[src/rtl/cwr_pkg.sv]
package cwr_pkg;
   localparam int BYTE_W = 8;

   typedef enum logic [2:0] {
      CWR_IDLE,
      CWR_RECV,
      CWR_ACK_SET,
      CWR_ACK_HOLD,
      CWR_SKIP
   } cwr_state_t;
endpackage

[src/rtl/cwr_line_sync.sv]
module cwr_line_sync #(
   parameter int STAGES = 2
) (
   input  logic clk,
   input  logic rst_n,
   input  logic scl_raw,
   input  logic sda_raw,
   output logic scl,
   output logic sda,
   output logic scl_rise,
   output logic scl_fall,
   output logic start_cond,
   output logic stop_cond
);
   localparam int LINES = 2;

   if (STAGES < 2) begin : g_bad_stages
      $error("cwr_line_sync: STAGES must be at least 2");
   end

   logic [LINES-1:0] raw;
   logic [LINES-1:0] cur;
   logic [LINES-1:0] prev;

   assign raw = {sda_raw, scl_raw};

   for (genvar g = 0; g < LINES; g++) begin : g_line
      logic [STAGES-1:0] pipe;
      always_ff @(posedge clk or negedge rst_n) begin
         if (!rst_n) pipe <= '1;
         else        pipe <= {pipe[STAGES-2:0], raw[g]};
      end
      assign cur[g] = pipe[STAGES-1];
   end

   always_ff @(posedge clk or negedge rst_n) begin
      if (!rst_n) prev <= '1;
      else        prev <= cur;
   end

   assign scl        = cur[0];
   assign sda        = cur[1];
   assign scl_rise   = cur[0] & ~prev[0];
   assign scl_fall   = ~cur[0] & prev[0];
   assign start_cond = cur[0] & prev[0] & prev[1] & ~cur[1];
   assign stop_cond  = cur[0] & prev[0] & ~prev[1] & cur[1];
endmodule

[src/rtl/cwr_addr_match.sv]
module cwr_addr_match #(
   parameter logic [6:0] ADDR_BASE = 7'b1000010,
   parameter int         STRAP_POS = 1
) (
   input  logic [cwr_pkg::BYTE_W-1:0] rx_byte,
   input  logic                       strap,
   output logic                       hit
);
   localparam int BW = cwr_pkg::BYTE_W;

   if (STRAP_POS < 1 || STRAP_POS > BW - 1) begin : g_bad_pos
      $error("cwr_addr_match: STRAP_POS must select an address bit");
   end

   logic [BW-1:0] want;

   assign want[0] = 1'b0;
   for (genvar b = 1; b < BW; b++) begin : g_bit
      if (b == STRAP_POS) begin : g_strap
         assign want[b] = strap;
      end else begin : g_fixed
         assign want[b] = ADDR_BASE[b-1];
      end
   end

   assign hit = (rx_byte == want);
endmodule

[src/rtl/cwr_engine.sv]
module cwr_engine #(
   parameter int IDX_W = 8
) (
   input  logic                       clk,
   input  logic                       rst_n,
   input  logic                       scl,
   input  logic                       sda,
   input  logic                       scl_rise,
   input  logic                       scl_fall,
   input  logic                       start_cond,
   input  logic                       stop_cond,
   input  logic                       addr_hit,
   output logic [cwr_pkg::BYTE_W-1:0] byte_now,
   output logic                       sda_pull,
   output logic                       rx_valid,
   output logic [cwr_pkg::BYTE_W-1:0] rx_data,
   output logic [IDX_W-1:0]           rx_index
);
   import cwr_pkg::*;

   localparam int CNT_W = $clog2(BYTE_W);
   localparam logic [CNT_W-1:0] LAST_BIT = CNT_W'(BYTE_W - 1);

   if (IDX_W < 1) begin : g_bad_idx
      $error("cwr_engine: IDX_W must be at least 1");
   end

   cwr_state_t        state;
   logic [CNT_W-1:0]  bit_cnt;
   logic [BYTE_W-1:0] shreg;
   logic              is_addr;

   assign byte_now = {shreg[BYTE_W-2:0], sda};

   always_ff @(posedge clk or negedge rst_n) begin
      if (!rst_n) begin
         state    <= CWR_IDLE;
         bit_cnt  <= '0;
         shreg    <= '0;
         is_addr  <= 1'b0;
         sda_pull <= 1'b0;
         rx_valid <= 1'b0;
         rx_data  <= '0;
         rx_index <= '0;
      end else begin
         rx_valid <= 1'b0;
         if (start_cond) begin
            state    <= CWR_RECV;
            bit_cnt  <= '0;
            is_addr  <= 1'b1;
            sda_pull <= 1'b0;
            rx_index <= '0;
         end else if (stop_cond) begin
            state    <= CWR_IDLE;
            is_addr  <= 1'b0;
            sda_pull <= 1'b0;
         end else begin
            unique case (state)
               CWR_RECV: begin
                  if (scl_rise) begin
                     shreg <= byte_now;
                     if (bit_cnt == LAST_BIT) begin
                        bit_cnt <= '0;
                        if (is_addr) begin
                           state <= addr_hit ? CWR_ACK_SET : CWR_SKIP;
                        end else begin
                           rx_valid <= 1'b1;
                           rx_data  <= byte_now;
                           state    <= CWR_ACK_SET;
                        end
                     end else begin
                        bit_cnt <= bit_cnt + 1'b1;
                     end
                  end
               end
               CWR_ACK_SET: begin
                  if (scl_fall) begin
                     sda_pull <= 1'b1;
                     state    <= CWR_ACK_HOLD;
                  end
               end
               CWR_ACK_HOLD: begin
                  if (scl_fall) begin
                     sda_pull <= 1'b0;
                     state    <= CWR_RECV;
                     is_addr  <= 1'b0;
                     if (!is_addr) rx_index <= rx_index + 1'b1;
                  end
               end
               default: ;
            endcase
         end
      end
   end

   assert_pull_rise_low_R9: assert property (@(posedge clk) disable iff (!rst_n)
      $rose(sda_pull) |-> !scl);
   assert_pull_fall_low_R9: assert property (@(posedge clk) disable iff (!rst_n)
      ($fell(sda_pull) && !$past(start_cond) && !$past(stop_cond)) |-> !scl);
   assert_strobe_single_R8: assert property (@(posedge clk) disable iff (!rst_n)
      rx_valid |=> !rx_valid);
   assert_strobe_on_rise_R4: assert property (@(posedge clk) disable iff (!rst_n)
      rx_valid |-> $past(scl_rise));
   assert_start_release_R2: assert property (@(posedge clk) disable iff (!rst_n)
      start_cond |=> (!sda_pull && !rx_valid));
   assert_stop_release_R3: assert property (@(posedge clk) disable iff (!rst_n)
      stop_cond |=> !sda_pull);
endmodule

[src/rtl/cwr_slave.sv]
module cwr_slave #(
   parameter int         SYNC_STAGES = 2,
   parameter int         IDX_W       = 8,
   parameter logic [6:0] ADDR_BASE   = 7'b1000010,
   parameter int         STRAP_POS   = 1
) (
   input  logic                       clk,
   input  logic                       rst_n,
   input  logic                       scl_in,
   input  logic                       sda_in,
   input  logic                       addr_strap,
   output logic                       sda_pull,
   output logic                       rx_valid,
   output logic [cwr_pkg::BYTE_W-1:0] rx_data,
   output logic [IDX_W-1:0]           rx_index
);
   logic scl_s, sda_s, scl_rise, scl_fall, start_cond, stop_cond, addr_hit;
   logic [cwr_pkg::BYTE_W-1:0] byte_now;

   cwr_line_sync #(.STAGES(SYNC_STAGES)) u_sync (
      .clk        (clk),
      .rst_n      (rst_n),
      .scl_raw    (scl_in),
      .sda_raw    (sda_in),
      .scl        (scl_s),
      .sda        (sda_s),
      .scl_rise   (scl_rise),
      .scl_fall   (scl_fall),
      .start_cond (start_cond),
      .stop_cond  (stop_cond)
   );

   cwr_addr_match #(.ADDR_BASE(ADDR_BASE), .STRAP_POS(STRAP_POS)) u_match (
      .rx_byte (byte_now),
      .strap   (addr_strap),
      .hit     (addr_hit)
   );

   cwr_engine #(.IDX_W(IDX_W)) u_engine (
      .clk        (clk),
      .rst_n      (rst_n),
      .scl        (scl_s),
      .sda        (sda_s),
      .scl_rise   (scl_rise),
      .scl_fall   (scl_fall),
      .start_cond (start_cond),
      .stop_cond  (stop_cond),
      .addr_hit   (addr_hit),
      .byte_now   (byte_now),
      .sda_pull   (sda_pull),
      .rx_valid   (rx_valid),
      .rx_data    (rx_data),
      .rx_index   (rx_index)
   );
endmodule

[config.mk]
export PLATFORM = sky130hd
export DESIGN_NAME = cwr_slave
export DESIGN_NICKNAME = d
export VERILOG_FILES = /design/src/rtl/cwr_pkg.sv /design/src/rtl/cwr_line_sync.sv /design/src/rtl/cwr_addr_match.sv /design/src/rtl/cwr_engine.sv /design/src/rtl/cwr_slave.sv
export SDC_FILE = /design/constraint.sdc
export NUM_CORES = 1
export LEC_CHECK = 0
export BUFFER_PORTS_ARGS = -buffer_cell sky130_fd_sc_hd__buf_2
export CAP_MARGIN = 20
export CORE_UTILIZATION = 49
export DETAILED_ROUTE_END_ITERATION = 10
export PLACE_DENSITY = 0.65
export SETUP_SLACK_MARGIN = 0.4
export SYNTH_ARGS = -nofsm -noshare
export SYNTH_HDL_FRONTEND = slang
export SYNTH_HIERARCHICAL = 1
export SYNTH_SLANG_ARGS = --single-unit
[constraint.sdc]
create_clock -name clk -period 2.9 [get_ports clk]
set_clock_uncertainty 0.2 [all_clocks]
set_input_delay 0.29 -clock clk [delete_from_list [all_inputs] [get_ports clk]]
set_output_delay 0.29 -clock clk [all_outputs]
set_load 0.005 [all_outputs]
# Word-level counts from Yosys, hierarchy flattened
# Cells that the tools add are included.
# op_classes
add_sub_neg	2
eq_ne	11
n_mux	33
bitwise_logic	14
reduce_logical	15
# op_table
op	count
2-to-1 mux 8 bit	5
2-to-1 mux 3 bit	13
2-to-1 mux 1 bit	13
!= test 4 bit (second input constant)	3
case mux 3 bit (3 select lines)	1
adder 8 x 1 -> 8 bit (second input constant)	1
equality test 8 bit	1
AND reduction 4 bit	2
nonzero test 2 bit	4
bitwise AND 1 bit	7
inverter 1 bit	7
equality test 3 x 2 -> 1 bit (second input constant)	2
AND reduction 3 bit	2
AND reduction 6 bit	1
nonzero test 3 bit	2
AND reduction 5 bit	1
nonzero test 5 bit	1
!= test 2 bit (second input constant)	2
!= test 4 x 3 -> 1 bit (second input constant)	1
nonzero test 4 bit	1
adder 3 x 1 -> 3 bit (second input constant)	1
equality test 3 x 1 -> 1 bit (second input constant)	1
equality test 3 bit (second input constant)	1
case mux 1 bit (2 select lines)	1
AND reduction 2 bit	1
# totals
regBits	38
elab_cells	86

# Depth between registers and ports, before layout
# Gate-level depths: netlist of run 1.
# logic_depth
depth_word	8
ltp_mapped	6
ltp_nobuf	6

# Cells and area by module
# The synthesis of run 1 kept the hierarchy.
# by_module_without_submodules
mod	instances	cells_per_inst	area_per_inst_um2
cwr_engine	1	130	1559.0
cwr_line_sync	1	10	190.2
cwr_addr_match	1	4	36.3

# Worst setup path before layout of run 1
# OpenSTA, ideal clock, no wires.
# synth_path
path_kind	reg2reg
from	register u_sync.prev[1]
to	register u_engine.rx_index[4]
setup_time_ps	128
arrival_ps	1903
t_required_ps	2572
setup_slack_ps	670
path_stages_with_launch	6
n_path_buf	1
path_cell_list	dfstp_2 and4b_1 or3b_4 buf_6 nor4_1 mux2_1
# synth_via
elab_chain_len	5
word_cells_on_any_way	11
cone_classes	eq/ne (2); mux (1); bitwise (5); reduce/logical (3)
# synth_rtl
item	line_no	rtl
from (decl)	cwr_line_sync.sv:23	logic [LINES-1:0] prev;
from (signal assigned)	cwr_line_sync.sv:38	else prev <= cur;
inverter 1 bit	cwr_line_sync.sv:46	assign stop_cond = cur[0] & prev[0] & ~prev[1] & cur[1];
bitwise AND 1 bit (2 in a row)	cwr_line_sync.sv:46	
via stop_cond	cwr_slave.sv:17	logic scl_s, sda_s, scl_rise, scl_fall, start_cond, stop_cond, addr_hit;
!= test 2 bit (no line)	--	
AND reduction 4 bit (no line)	--	
to (signal assigned)	cwr_engine.sv:87	if (!is_addr) rx_index <= rx_index + 1'b1;
to (decl)	cwr_engine.sv:17	output logic [IDX_W-1:0] rx_index
# The timed path passes the listed nets, and every way through them passes these cells.
# A chain may end at the register's enable or synchronous reset.

# Worst setup path after layout of run 1
# layout_path
from	register u_sync.prev[1]
to	register u_engine.shreg[6]
# layout_via
elab_chain_len	5
word_cells_on_any_way	8
cone_classes	bitwise (7); reduce/logical (1)
# layout_rtl
item	line_no	rtl
inverter 1 bit	cwr_line_sync.sv:46	
bitwise AND 1 bit (2 in a row)	cwr_line_sync.sv:46	
via stop_cond	cwr_slave.sv:17	
inverter 1 bit (no line)	--	
AND reduction 4 bit (no line)	--	
to (signal assigned)	cwr_engine.sv:61	shreg <= byte_now;
to (decl)	cwr_engine.sv:30	logic [BYTE_W-1:0] shreg;
# The timed path passes the listed nets, and every way through them passes these cells.

==> flow_summary.ini, run 1 <==
[global_routing]
grt_pass1_wl_mm = 5.42
grt-ovfl-total = 0
grt_pass1_vias = 1120
antenna_found_initial = 0
grt_max_degree = 39
grtUsageTotal_pct = 18.1

[sta]
hold_viol_final = 0
finalMaxSlewViolations = 0
max_freq_ghz = 0.419
period_share_pct = 82.3
grt_setup_unrepaired = false
worstMarginPinSlew_ns = 0.810
slew_headroom_pct = 46.0
period_minus_slack_ns = 2.39
setup_viol = 0
setup_tns_ns = 0

[detailed_routing]
viasPerCell = 5.48
antenna_left = 0
drc = 0
drt_wl_total_mm = 3.02
dr.pass1.iters = 4
routedWlPerCell_um = 13.7
vias = 1206
drt_iter0_drc = 54

[synth]
yosysWarnings = 6
syn_inst = 144
synth-edff-count = 0
syn_nets = 153
synthTopCellsByCount = dfrtp_1, nor2b_1
synth_area_um2 = 1790
synth_flop_cell = dfrtp_1
synth_cell_types = 47
avgSynthCellArea_um2 = 12.4
synth_area_leaders = dfrtp_1, dfstp_2, mux2_4
ys_seq_area_share_pct = 53.7
synth_area_leader_cell = dfrtp_1
synth_top_area_share_pct = 44.8
yosysMostFrequentCell = dfrtp_1
ys_async_sr_fraction_pct = 100
synth-seq-cells = 38

[clock_tree]
cts_root_buf = clkbuf_4
clkLatencyLatePin_ns = 0.34
post_cts_buffers = 0
htreeDepth = 2
cts_made_buffers = 5
cts_buffer_depth = 2
path_clk_slew_ns = 0.10
cts.sinks = 38
cts_tree = yes

[job]
maxCapViolCount = 0

[layout]
drive_gt1_share_pct = 34.5
utilization_pct = 59.2
diodes = 0
multi_input_area_um2 = 776
ff_latch_area_um2 = 958
area_growth_pct = 13.2
nets = 182
nFillCells = 292

[critical_path]
path_class = reg2reg
cp_num_buf_inv = 0
endpoint_kind = flip-flop
cp_data_required_time_ns = 2.93
worst_path_max_delay_cell = dfstp_2
startpoint_type = flip-flop
critical-path-top-delay-family = simple AND/OR/NAND/NOR gates
reg2regPathDepth = 4
crit_cells = 4
path_max_fanout = 13
crit_chain = and4b_1 > or3b_4 > nor3_4 > mux2_4
worstPathArrival_ns = 2.42
slowest_delay_ns = 0.54

[die]
row_count = 21
die_area_um2 = 3890
die_h_um = 62.4
start_util_pct = 52.3
pin_count = 23
coreArea_um2 = 3420
die_x_um = 62.4

[place]
place_hpwl_mm = 2.09
place.gp.congestion = 0.814
portBuffers = 22

[hold_path]
worstHoldPathCells = 0
min_path_type = reg2reg

[power]
ir_drop_uv = 315
power.leakage_nw = 0.969
p_per_area_nw_per_um2 = 469

[run_status]
status = complete, no violations
## routing by layer
layer | wire (µm) | GRT usage, % | vias up
met5 | 0 | 0 | -
met4 | 36 | 6.10 | 0
met3 | 121 | 6.07 | 4
met2 | 1260 | 23.1 | 21
met1 | 1600 | 28.1 | 598
li1 | - | - | 583
## cell families after synthesis
| family | Yosys count | synth area share, % |
|---|---|---|
| buffers and inverters | 12 | 3.15 |
| DFF | 38 | 53.7 |
| xor gates and xnor gates | 1 | 0.491 |
| muxes | 19 | 13.5 |
| adders and majority gates | 4 | 2.80 |
| AOI/OAI and AO/OA | 24 | 8.34 |
| and+or+nand+nor | 46 | 18.1 |
## worst paths after layout
path	slack, ns	startpoint	endpoint
worst max-delay path	0.51	u_sync/prev[1]	u_engine/shreg[6]
worst min-delay path	0.16	u_sync/g_line[1].pipe[0]	u_sync/g_line[1].pipe[1]
worst max register to register	0.51	u_sync/prev[1]	u_engine/shreg[6]
worst min register to register	0.16	u_sync/g_line[1].pipe[0]	u_sync/g_line[1].pipe[1]
max in group asynchronous	1.62	rst_n	u_engine/sda_pull
min in group asynchronous	0.37	rst_n	u_engine/shreg[3]
## sequential cells by signal (all words and copies together), names as in the netlist
signal              count
u_engine/shreg          7
u_engine/rx_index       8
u_engine/sda_pull       1
u_sync/g_line.pipe      4
u_engine/bit_cnt        3
u_engine/is_addr        1
u_engine/rx_valid       1
u_engine/rx_data        8
u_engine/state          3
u_sync/prev             2
## metrics by stage
| stage | hold WS, ns | setup WS (ns) | power (mW) | area [µm²] | std cells |
|---|---|---|---|---|---|
| after floorplan | -0.206 | 0.670 | 0.663 | 1790 | 144 |
| after CTS | 0.163 | 0.504 | 0.962 | 2020 | 220 |
| final | 0.160 | 0.514 | 0.948 | 2020 | 220 |
| after global routing | 0.169 | 0.425 | 1.00 | 2020 | 220 |
| after global placement | 0.148 | 0.554 | 0.689 | 1930 | 209 |
| after detailed placement | 0.147 | 0.515 | 0.695 | 1930 | 209 |
## repair_timing
action | in CTS | in global routing
endpoints found under the setup margin | 0 | 2
resized for setup | 0 | 1
hold buffers | 3 | 0
hold endpoints to repair | 34 | 0
## cell type report
cell class	count	area share [%]
clock buffers	7	2.23
clock inverters	1	0.371
inverters	8	1.49
multi-input cells	94	38.4
flip-flops and latches	38	47.4
well taps	46	2.85
repair buffers	26	7.30
## cell usage in the layout (no fill, tap or decap), types with 3 or more instances in the layout
| master | instances |
|---|---|
| a21oi_1 | 7 |
| mux2_1 | 5 |
| mux2_4 | 7 |
| dfstp_2 | 6 |
| o21ai_0 | 6 |
| nor2_1 | 6 |
| nor4_1 | 3 |
| buf_2 | 22 |
| ha_1 | 4 |
| mux2_2 | 7 |
| clkbuf_4 | 5 |
| inv_1 | 7 |
| dlygate4sd3_1 | 3 |
| dfrtp_1 | 32 |
| nor2b_1 | 8 |
## where the power goes
group | internal [mW] | leakage [nW] | switching [mW]
Combinational | 0.0493 | 0.440 | 0.0392
Sequential | 0.565 | 0.504 | 0.0328
Clock | 0.0957 | 0.0255 | 0.166
Total | 0.710 | 0.969 | 0.238
Power figures use the tool's default switching activity.
==> run 2: changes to the inputs <==
ABC_AREA = 1   (was unset)
clock period = 2.4 ns   (was 2.9 ns; I/O delays follow)
==> run 2 against run 1 <==
  * Synthesized area is 6.7% higher
  * Combinational power grew to 4.7 times the previous value
  * Maximum frequency is 28% higher
  * Wire length is 8.7% higher
  * Sequential cell count stayed put
  * Non-clock buffer count stayed put
  * Worst hold slack worse by 0.0034 ns
  * Power is 87% higher
  * Largest power group unchanged
  * Largest cell class unchanged
==> flow_summary.ini, run 2 <==
[run_status]
status = complete, no violations

[synth]
yosysMostFrequentCell = nand2_1
ys_async_sr_fraction_pct = 100
synth_area_leaders = dfrtp_1, nand2_1, dfstp_2
synth_cell_types = 29
synth_area_leader_cell = dfrtp_1
ys_seq_area_share_pct = 50.3
synth_flop_cell = dfrtp_1
synth_area_um2 = 1900
avgSynthCellArea_um2 = 8.66
syn_nets = 229
synthTopCellsByCount = nand2_1, inv_1, dfrtp_1, nand3_1, nor2_1
yosysWarnings = 6
synth-edff-count = 0
syn_inst = 220
synth-seq-cells = 38
synth_top_area_share_pct = 42.0

[layout]
drive_gt1_share_pct = 26.4
reg_top3 = u_engine/rx_data x8, u_engine/rx_index x8, u_engine/shreg x7
diodes = 0
nets = 258
layout_commonest_cell = nand2_1
final_cell_mix = nand2_1, inv_1, dfrtp_1, buf_2, nand3_1
area_growth_pct = 14.8
utilization_pct = 59.3

[sta]
slew_headroom_pct = 45.1
period_minus_slack_ns = 1.86
finalMaxSlewViolations = 0
grt_setup_unrepaired = false
setup_viol = 0
period_share_pct = 77.6
setup_tns_ns = 0
worstMarginPinSlew_ns = 0.823
hold_viol_final = 0
final.setup.worst_slack_ns = 0.538
max_freq_ghz = 0.537

[clock_tree]
cts_made_buffers = 5
cts.repair.resized = 0
cts_buffer_depth = 2
clkLatencyLatePin_ns = 0.28
cts_root_buf = clkbuf_8
htreeDepth = 2
path_clk_slew_ns = 0.07
cts_tree = yes
cts.sinks = 38

[global_routing]
grt_pass1_wl_mm = 5.74
grt_pass1_vias = 1386
grt-ovfl-total = 0
antenna_found_initial = 0
grt_max_degree = 39
grtUsageTotal_pct = 17.9

[hold_path]
hold_path.startpoint = u_sync/g_line[1].pipe[0]
worstHoldPathCells = 0
min_path_type = reg2reg
worstHoldEndpoint = u_sync/g_line[1].pipe[1]

[detailed_routing]
drc = 0
drt_wl_total_mm = 3.28
dr.pass1.iters = 4
vias = 1404
drt-met1-wl_mm = 1.53
drt_iter0_drc = 94
dr_wl_met2_mm = 1.62
viasPerCell = 4.71
topRoutingLayerUsed = met4
routedWlPerCell_um = 11.0
wl_met3_um = 86
antenna_left = 0

[die]
start_util_pct = 51.6
die_h_um = 64.3
die_area_um2 = 4140
die_x_um = 64.3
coreArea_um2 = 3690
pin_count = 23
row_count = 22

[critical_path]
startpoint_type = flip-flop
slowest_delay_ns = 0.55
path_class = reg2reg
path_max_fanout = 9
timing.rr.end = u_engine/rx_index[4]
worst_path_max_delay_cell = dfstp_2
reg2reg_from = u_sync/g_line[0].pipe[1]
crit_chain = nand2_1 > nor2_1 > inv_1 > nand3_1 > nor2_4 > nor2_4 > o21ai_0
crit_path_frequent_cell = nor2_4
worstPathArrival_ns = 1.81
endpoint_kind = flip-flop
reg2regPathDepth = 7
ff2ff_setup_slack_ns = 0.54
cp_data_required_time_ns = 2.35

[power]
clkPwrFrac_pct = 29.7
total_power_mw = 1.77
p_per_area_nw_per_um2 = 810
power_frac_comb_pct = 23.4
p_sw_share_pct = 31.4
intPower_mw = 1.21
p_sw_mw = 0.556
sequentialPowerShare_pct = 46.9
ir_drop_uv = 373
power.leakage_nw = 1.12

[place]
pre_cts_ws_ns = 0.530
portBuffers = 22
place.gp.congestion = 0.764
place_hpwl_mm = 2.36

[job]
maxCapViolCount = 0
==> run 2: changes by cell type after synthesis, moves of 5 or more <==
| cell | change |
|---|---|
| nor2b_1 | -8 |
| inv_1 | +29 |
| mux2_1 | -5 |
| nand3_1 | +13 |
| a21oi_1 | -5 |
| nor2_1 | +8 |
| o21ai_2 | +13 |
| nand2_1 | +56 |
| mux2_4 | -7 |
| mux2_2 | -7 |
==> run 2: worst max path at each step <==
stage	from	to	cells past startpoint	slack, ns
finish	u_sync/g_line[0].pipe[1]	u_engine/rx_index[4]	7	0.54
global route	u_sync/g_line[0].pipe[1]	u_engine/rx_index[4]	7	0.40
CTS	u_sync/g_line[0].pipe[1]	u_engine/rx_index[4]	7	0.52
detailed placement	u_sync/g_line[0].pipe[1]	u_engine/rx_index[4]	7	0.53
global placement	u_sync/g_line[0].pipe[1]	u_engine/rx_index[4]	7	0.63
floorplan	u_sync/g_line[0].pipe[1]	u_engine/state[0]	9	0.63
==> run 2: logic make-up after synthesis <==
kind of cell / share of synthesized area, %
AO/OA/AOI/OAI: 9.46
adder cells (fa/ha/maj): 2.63
flip-flops: 50.3
XOR/XNOR: 0.920
buffers and inverters: 9.13
AND/OR/NAND/NOR: 27.5
==> run 2: timing repair <==
item,in CTS,in global routing
hold buffers,3,0
hold endpoints to repair,34,0
buffers inserted,0,0
==> run 2: routing by layer <==
metal | up-vias | global-route usage, %
li1 | 740 | -
met1 | 640 | 21.2
met2 | 20 | 31.8
met3 | 4 | 3.39
met4 | 0 | 6.67
met5 | - | 0
==> run 2: cell type report <==
class | count | area (µm²)
Multi-Input combinational cell | 141 | 772
Sequential cell | 38 | 958
Timing Repair Buffer | 26 | 148
Inverter | 37 | 139
Fill cell | 359 | 1500
Clock inverter | 2 | 37.5
Clock buffer | 6 | 72.6
Tap cell | 48 | 60.1
==> run 2: power groups by stage <==
stage	registers, mW	clock network (mW)	logic (mW)
2_1_floorplan	0.827	0	0.326
3_3_place_gp	0.843	0	0.409
3_5_place_dp	0.846	0	0.419
4_1_cts	0.834	0.540	0.425
5_1_grt	0.846	0.568	0.492
6_report	0.830	0.526	0.415
==> run 2: critical path: cells and delay by family (launching register included) <==
family | cells | cell delay, ns
AND/OR/NAND/NOR | 5 | 0.70
flip-flops | 1 | 0.55
AO/OA/AOI/OAI | 1 | 0.15
buffers and inverters | 1 | 0.11
==> run 2: stage by stage <==
stage	hold slack, ns	cells	cell area [µm²]
5_1_grt	0.166	298	2190
6_report	0.157	298	2190
3_3_place_gp	0.145	287	2050
4_1_cts	0.158	298	2190
3_5_place_dp	0.146	287	2050
2_1_floorplan	-0.256	220	1900
==> run 3: changes to the inputs <==
PLACE_DENSITY = 0.68   (was 0.65)
clock period = 1.6 ns   (was 2.4 ns; I/O delays follow)
==> run 3 against run 2 <==
  * The flow now finishes with violations (setup timing)
  * Sequential cell count did not move
  * Register-to-register slack got worse by 0.69 ns
  * Via count rose by 16%
  * Power rose by 59%
  * Combinational power rose by 110%
  * Cell count rose by 12%
  * Critical endpoint is now u_engine/rx_data[3]
  * Highest routed layer unchanged
==> flow_summary.ini, run 3 (synthesized netlist as in run 2, its figures left out) <==
[critical_path]
path_max_fanout = 8
cp-startpoint = u_sync/g_line[0].pipe[1]
worst_path_max_delay_cell = dfstp_2
cp_data_required_time_ns = 1.58
reg2reg_from = u_sync/g_line[0].pipe[1]
path_class = reg2reg
startpoint_type = flip-flop
worstPathArrival_ns = 1.74
endpoint_kind = flip-flop
reg2regPathDepth = 8
crit_path_frequent_cell = nor2_2
crit_chain = inv_2 > nor2_2 > inv_1 > nor2_2 > and2_4 > nand3_4 > nand2_1 > o21ai_2
slowest_delay_ns = 0.56

[detailed_routing]
viasPerCell = 4.88
drt_iter0_drc = 62
vias = 1629
dr.pass1.iters = 4
routedWlPerCell_um = 12.9
antenna_left = 0
drc = 0
drt_wl_total_mm = 4.32

[die]
start_util_pct = 51.6
die_h_um = 64.3
die_area_um2 = 4140
die_x_um = 64.3
row_count = 22
pin_count = 23
coreArea_um2 = 3690

[global_routing]
grt_pass1_vias = 1515
grt_pass1_wl_mm = 7.04
grtUsageTotal_pct = 22.7
grt-ovfl-total = 0
grt_max_degree = 21
antenna_found_initial = 0

[place]
place_hpwl_mm = 2.47
place.gp.congestion = 0.764
dp.cells = 296
placed_cell_area_um2 = 2180
portBuffers = 22

[sta]
period_share_pct = 110
setup_viol = 30
grt_setup_unrepaired = true
slew_headroom_pct = 69.4
finalMaxSlewViolations = 0
worstMarginPinSlew_ns = 0.460
hold_viol_final = 0
final.setup.worst_slack_ns = -0.157
period_minus_slack_ns = 1.76
max_freq_ghz = 0.569

[layout]
utilization_pct = 72.4
layout_commonest_cell = nand2_1
reg_top3 = u_engine/rx_data x8, u_engine/rx_index x8, u_engine/shreg x7
nets = 294
stdcell_count = 334
drive_gt1_share_pct = 47.9
diodes = 0
final_cell_mix = nand2_1, dfrtp_1, inv_1, buf_4, buf_2
area_growth_pct = 40.1
fin_area_um2 = 2670

[power]
power.leakage_nw = 1.32
p_per_area_nw_per_um2 = 1050
ir_drop_uv = 739

[job]
maxCapViolCount = 0

[clock_tree]
cts_made_buffers = 5
htreeDepth = 2
path_clk_slew_ns = 0.08
cts.sinks = 38
clkLatencyLatePin_ns = 0.30
cts_root_buf = clkbuf_8
cts_tree = yes
cts_buffer_depth = 2

[hold_path]
min_path_type = in2async

[run_status]
violations = setup timing
status = finished with violations
[run 3: cell count changes in the layout (fill, tap and decap cells not counted), sizes merged]
cell,previous run,this run
buf,23,55
bufinv,1,0
clkbuf,6,7
clkinv,0,1
clkinvlp,1,2
inv,37,36
nand2,63,64
nand3,18,19
nor2,21,22
[run 3: through the flow]
stage | worst slack, ns | setup TNS (ns) | hold slack [ns] | power, mW
2_1_floorplan | -0.0246 | -0.0992 | -0.336 | 1.74
3_3_place_gp | -0.145 | -1.76 | -0.0695 | 1.92
3_5_place_dp | -0.172 | -2.75 | -0.0617 | 1.95
4_1_cts | -0.104 | -1.81 | 0.151 | 2.75
5_1_grt | -0.248 | -5.64 | 0.165 | 3.00
6_report | -0.157 | -3.30 | 0.139 | 2.81
[run 3: final timing paths]
check | to | slack (ns)
max in group asynchronous | u_engine/rx_data[7] | 0.59
min in group clk | u_sync/g_line[1].pipe[1] | 0.16
worst max register to register | u_engine/rx_data[3] | -0.16
worst min register to register | u_sync/g_line[1].pipe[1] | 0.16
worst min-delay path | u_engine/state[2] | 0.14
worst max-delay path | u_engine/rx_data[3] | -0.16
[run 3: worst max-delay path, delay by kind of cell (launching register included)]
family                 cells  cell delay, ns
AND/OR/NAND/NOR            5            0.75
flip-flops                 1            0.56
buffers and inverters      2            0.09
AO/OA/AOI/OAI              1            0.05
[run 3: power by group]
group	internal [mW]	total, mW	switching [mW]	leakage [nW]
clock network	0.348	0.687	0.340	0.0482
logic	0.381	0.858	0.476	0.776
registers	1.12	1.26	0.146	0.498
[run 3: timing repair]
item / in CTS / in global routing
hold buffers: 3 / 0
resized for setup: 23 / 23
gates cloned: 4 / 0
endpoints found under the hold margin: 40 / 0
endpoints found under the setup margin: 40 / 44
pin swaps: 10 / 17
buffers inserted: 16 / 7
[run 3: final cells by class]
type	count	area, µm²
Sequential cell	38	958
Clock buffer	7	86.3
Tap cell	48	60.1
Clock inverter	1	5.00
Timing Repair Buffer	58	458
Inverter	37	145
Fill cell	302	1020
Multi-Input combinational cell	144	948
Timing Repair inverter	1	7.51
[run 3: layer usage]
metal | up-vias | track usage (%) | wire length [µm]
li1 | 819 | - | -
met2 | 25 | 39.2 | 2220
met3 | 5 | 5.89 | 129
met4 | 0 | 6.67 | 40
met5 | - | 0 | 0
met1 | 780 | 27.7 | 1930
